File: config.mk
export PLATFORM = sky130hd
export DESIGN_NAME = ustep_seq
export DESIGN_NICKNAME = d
export VERILOG_FILES = /design/src/rtl/ustep_seq.sv
export SDC_FILE = /design/constraint.sdc
export NUM_CORES = 1
export LEC_CHECK = 0
export ABC_AREA = 1
export BUFFER_PORTS_ARGS = -buffer_cell sky130_fd_sc_hd__buf_2
export CORE_MARGIN = 5
export CORE_UTILIZATION = 58
export CTS_CLUSTER_DIAMETER = 120
export DETAILED_ROUTE_END_ITERATION = 10
export PLACE_DENSITY = 0.82
export SLEW_MARGIN = 20
export SYNTH_ARGS = -nofsm -noshare
export SYNTH_HDL_FRONTEND = slang
export SYNTH_SLANG_ARGS = --single-unit
File: constraint.sdc
create_clock -name clk -period 3 [get_ports clk]
set_clock_uncertainty 0.05 [all_clocks]
set_input_delay 0.15 -clock clk [delete_from_list [all_inputs] [get_ports clk]]
set_output_delay 0.15 -clock clk [all_outputs]
set_load 0.01 [all_outputs]
File: src/rtl/ustep_seq.sv
module ustep_seq #(
  parameter int MAG_W = 10
) (
  input  logic             clk,
  input  logic             rst_n,
  input  logic             step_in,
  input  logic             chip_en,
  input  logic [1:0]       mode,
  input  logic             dir_ccw,
  input  logic             hold,
  input  logic             cnt_run,
  input  logic             out_en,
  input  logic             mon_sel,
  output logic             c1_neg,
  output logic [MAG_W-1:0] c1_mag,
  output logic             c2_neg,
  output logic [MAG_W-1:0] c2_mag,
  output logic             c1_hiz,
  output logic             c2_hiz,
  output logic             mon_n
);
  localparam int QW = 4;
  localparam int PW = QW + 2;
  localparam int HALF = 1 << (QW - 1);
  localparam logic [QW:0] QSPAN = (QW+1)'(1 << QW);
  localparam logic [MAG_W-1:0] FULL = MAG_W'(1000);

  function automatic logic [MAG_W-1:0] wave(input logic [QW:0] k);
    case (k)
      5'd0:  wave = MAG_W'(0);
      5'd1:  wave = MAG_W'(100);
      5'd2:  wave = MAG_W'(200);
      5'd3:  wave = MAG_W'(300);
      5'd4:  wave = MAG_W'(395);
      5'd5:  wave = MAG_W'(485);
      5'd6:  wave = MAG_W'(575);
      5'd7:  wave = MAG_W'(655);
      5'd8:  wave = MAG_W'(740);
      5'd9:  wave = MAG_W'(815);
      5'd10: wave = MAG_W'(855);
      5'd11: wave = MAG_W'(890);
      5'd12: wave = MAG_W'(930);
      5'd13: wave = MAG_W'(965);
      default: wave = FULL;
    endcase
  endfunction

  function automatic logic [PW-1:0] home(input logic [1:0] m);
    home = (m == 2'b00) ? PW'(HALF) : '0;
  endfunction

  function automatic logic [PW-1:0] snap(input logic [PW-1:0] p, input logic [1:0] m);
    case (m)
      2'b11:   snap = p;
      2'b00:   snap = {p[PW-1:QW], 1'b1, {(QW-1){1'b0}}};
      default: snap = (p + PW'(HALF/2)) & ~PW'(HALF-1);
    endcase
  endfunction

  function automatic logic [PW-1:0] stride(input logic [1:0] m);
    case (m)
      2'b11:   stride = PW'(1);
      2'b00:   stride = PW'(1 << QW);
      default: stride = PW'(HALF);
    endcase
  endfunction

  logic          s1, s2, s_prev, rise;
  logic [PW-1:0] pos, base, eff_pos;
  logic [1:0]    mode_q, eff_mode;

  assign rise = s2 & ~s_prev & ~hold & chip_en & cnt_run;
  assign base = snap(pos, mode);

  always_ff @(posedge clk or negedge rst_n) begin
    if (!rst_n) begin
      s1     <= 1'b0;
      s2     <= 1'b0;
      s_prev <= 1'b0;
      pos    <= PW'(HALF);
      mode_q <= 2'b00;
    end else begin
      s1     <= step_in;
      s2     <= s1;
      s_prev <= s2;
      if (!cnt_run) begin
        pos    <= home(mode);
        mode_q <= mode;
      end else if (rise) begin
        pos    <= dir_ccw ? base + stride(mode) : base - stride(mode);
        mode_q <= mode;
      end
    end
  end

  assign eff_pos  = cnt_run ? pos : home(mode);
  assign eff_mode = cnt_run ? mode_q : mode;

  logic [QW-1:0]    r;
  logic [1:0]       q;
  logic [MAG_W-1:0] a, b, m1, m2;
  logic             n1, n2;

  assign r = eff_pos[QW-1:0];
  assign q = eff_pos[PW-1:QW];

  always_comb begin
    a = wave(QSPAN - {1'b0, r});
    b = wave({1'b0, r});
    if (!eff_mode[0] && r == QW'(HALF)) begin
      a = FULL;
      b = FULL;
    end
    case (q)
      2'd0: begin n1 = 1'b0; m1 = a; n2 = 1'b1; m2 = b; end
      2'd1: begin n1 = 1'b1; m1 = b; n2 = 1'b1; m2 = a; end
      2'd2: begin n1 = 1'b1; m1 = a; n2 = 1'b0; m2 = b; end
      default: begin n1 = 1'b0; m1 = b; n2 = 1'b0; m2 = a; end
    endcase
  end

  assign c1_mag = m1;
  assign c2_mag = m2;
  assign c1_neg = n1 & (m1 != '0);
  assign c2_neg = n2 & (m2 != '0);
  assign c1_hiz = ~(out_en & chip_en);
  assign c2_hiz = ~(out_en & chip_en);
  assign mon_n  = ~((eff_mode == 2'b11 && mon_sel) ? (eff_pos[QW-2:0] == '0)
                                                   : (eff_pos == home(eff_mode)));
endmodule

==> impl_metrics.env <==
export IMPL_status="completed"
export IMPL_root_buffer="clkbuf_8"
export IMPL_rsz0062_at_grt="false"
export IMPL_synth_edf_count=0
export IMPL_p_per_area_nw_per_um2=256.9
export IMPL_antenna_found_initial=0
export IMPL_dieArea_sq_um=4984
export IMPL_grtUsageTotal=0.2336
export IMPL_async_flop_share=1.000
export IMPL_synth_fp_nets=380
export IMPL_cts_buffers=3
export IMPL_cp_depth=14
export IMPL_path_cells="nand2_1 > ha_1 > ha_2 > inv_1 > o21ai_0 > nand3b_1 > nand4_1 > nand2_1 > nand2_1 > nor2_1 > nand3_1 > nand2_1 > inv_1 > buf_2"
export IMPL_syn_avg_cell_area_sq_um=6.155
export IMPL_crit_path_start="pos[0]"
export IMPL_cp_num_buf_inv=3
export IMPL_cp_required_ps=2800
export IMPL_initial_core_util=0.5906
export IMPL_critPathMaxFanout=6
export IMPL_ys_seq_area_frac=0.1298
export IMPL_crit_path_frequent_cell="nand2_1"
export IMPL_core_area_sq_um=3606
export IMPL_synth_seq_cells=11
export IMPL_routedWlPerCell_microns=13.19
export IMPL_crit_path_end_kind="output pin"
export IMPL_rows=22
export IMPL_post_route_period_util=0.9515
export IMPL_final_setup_viol_count=0
export IMPL_post_cts_setup_buffers=0
export IMPL_synth_warnings=0
export IMPL_ant_nets=0
export IMPL_syn_cell_area_sq_um=2130
export IMPL_layout_setup_ws_ps=145.5
export IMPL_min_period_ps=2855
export IMPL_drt_iter0_drc=147
export IMPL_area_growth_pct=12.75
export IMPL_critical_path_class="reg -> out"
export IMPL_clock_latency_ps=230
export IMPL_grt_pass1_vias=2219
export IMPL_grt_max_degree=23
export IMPL_drive_gt1_frac=0.2094
export IMPL_synthFlopType="dfrtp_1"
export IMPL_totalWireLength_microns=5673
export IMPL_clk_path_buf_depth=2
export IMPL_grt_busiest_layer="met2"
export IMPL_ys_types=39
export IMPL_num_io_pins=36
export IMPL_avgViaCountPerCell=5.347
export IMPL_fin_tns_setup_ps=0
export IMPL_cts_sinks=11
export IMPL_worst_pin_slew_ps=564.5
export IMPL_cts_tree="built"
export IMPL_synthCells=346
export IMPL_crit_family="simple AND/OR/NAND/NOR gates"
export IMPL_grt_overflow_total=0
export IMPL_r2r_start="pos[3]"
export IMPL_grt_util_met1=0.2737
export IMPL_dp_hpwl_microns=4645
export IMPL_clk_pin_slew_ps=50
export IMPL_fillCellCount=346
export IMPL_grt_pass1_wl_microns=9777
export IMPL_worst_hold_path_num_cells=3
export IMPL_met3_usage=0.009943
export IMPL_rr_worst_depth=9
export IMPL_cp_start_kind="flip-flop"
export IMPL_gp_congestion=0.9758
export IMPL_slowest_delay_ps=400
export IMPL_die_h_microns=70.60
export IMPL_crit_end="c1_neg"
export IMPL_vias=2299
export IMPL_p_leak_nw=1.353
export IMPL_final_cell_mix="nand2_1, inv_1, buf_2, nand3_1, nor2_1"
export IMPL_cp_arrival_ps=2650
export IMPL_relSlewSlack=0.6233
export IMPL_crit_slowest_cell="ha_2"
export IMPL_placed_area_sq_um=2321
export IMPL_hp_class="in -> reg"
export IMPL_place_ws_ps=424.0
export IMPL_drc=0
export IMPL_timing_hold_ws_ps=198.8
export IMPL_die_x_microns=70.60
export IMPL_diodes=0
export IMPL_finalMaxSlewViolations=0
export IMPL_portBuffers=35
export IMPL_fmax_mhz=350.3
export IMPL_cts_max_level=1
export IMPL_final_area_sq_um=2401
export IMPL_cap_viol_max_count=0
export IMPL_r2r_end="pos[5]"
export IMPL_vdd_drop_max_mv=0.3525
export IMPL_r2r_slack_ps=820
export IMPL_use_met2=0.4418
export IMPL_final_common_cell="nand2_1"
export IMPL_hold_violations=0
export IMPL_p_total_uw=616.9
export IMPL_drt_first_pass_iters=5
export IMPL_nets=417
[worst min-delay path, delay by kind of cell]
family	cells	cell delay, ps
AND/OR/NAND/NOR	1	70
buffers and inverters	1	150
AO/OA/AOI/OAI	1	70
[flip-flops by register name, indices dropped and copies added (netlist names)]
| name | flops |
|---|---|
| s_prev | 1 |
| s1 | 1 |
| pos | 6 |
| mode_q | 2 |
| s2 | 1 |
[report_power, final]
part	switching (mW)	internal (mW)	leakage, nW	total, mW
clock	0.0524	0.0930	0.0228	0.145
combinational	0.197	0.111	1.19	0.308
sequential	0.00646	0.157	0.138	0.163
[synth_stat cells (2+ instances only)]
library cell | number | area, sq um
nand2_4 | 8 | 90.09
dfrtp_1 | 10 | 250.2
o211ai_1 | 4 | 30.03
nand2_2 | 8 | 50.05
buf_2 | 2 | 10.01
nand4_1 | 7 | 43.79
nand3_2 | 6 | 60.06
inv_2 | 3 | 11.26
a21oi_1 | 10 | 50.05
nand2_1 | 111 | 416.7
clkbuf_4 | 2 | 15.01
xnor2_1 | 2 | 17.52
nor3_1 | 3 | 15.01
buf_6 | 4 | 45.04
inv_1 | 44 | 165.2
ha_1 | 22 | 275.3
nand3_1 | 27 | 135.1
or2_2 | 2 | 12.51
nor2_2 | 3 | 18.77
o21ai_1 | 4 | 20.02
o21ai_0 | 16 | 80.08
nor2_4 | 2 | 22.52
o22ai_1 | 4 | 25.02
nor2_1 | 25 | 93.84
xor2_1 | 3 | 26.28
[cells by family after synthesis]
kind of cell,after synthesis,share of synthesized area
AO/OA/AOI/OAI,42,0.1146
adder cells (fa/ha/maj),23,0.1387
AND/OR/NAND/NOR,206,0.4689
multiplexers,1,0.004701
XOR/XNOR,5,0.02057
buffers and inverters,58,0.1228
flip-flops,11,0.1298
[what timing repair did]
| item | CTS | global route |
|---|---|---|
| hold buffers | 2 | 0 |
| gates resized for setup | 0 | 3 |
| endpoints found under the hold margin | 12 | 0 |
| endpoints found under the setup margin | 0 | 2 |
[layer usage]
| metal | vias to the layer above | part of all wire |
|---|---|---|
| li1 | 1180 | - |
| met1 | 1028 | 0.40 |
| met2 | 71 | 0.51 |
| met3 | 20 | 0.040 |
| met4 | 0 | 0.041 |
| met5 | - | 0 |
[worst min-delay path by stage]
stage / startpoint / endpoint / slack, ps
after floorplan: rst_n / mode_q[0] / -200
after global placement: rst_n / pos[5] / -30
after detailed placement: rst_n / mode_q[1] / -30
after CTS: mode[1] / mode_q[1] / 170
after global routing: mode[1] / mode_q[1] / 230
final: mode[1] / mode_q[1] / 200
[metrics by stage]
| step | utilization | instances |
|---|---|---|
| 2_1_floorplan | - | 346 |
| 3_3_place_gp | 0.6437 | 424 |
| 3_5_place_dp | 0.6437 | 424 |
| 4_1_cts | 0.6617 | 430 |
| 5_1_grt | 0.6659 | 430 |
| 6_report | 0.6659 | 430 |
[final cells by class]
class	instances	area [sq um]	share of cell area
multi-input cells	277	1607	0.6691
clock buffers	4	45.04	0.01876
well taps	48	60.06	0.02501
repair buffers	42	232.7	0.09693
inverters	48	180.2	0.07504
flip-flops and latches	11	276.5	0.1152
Note: power is estimated with default switching activity, not from simulation.
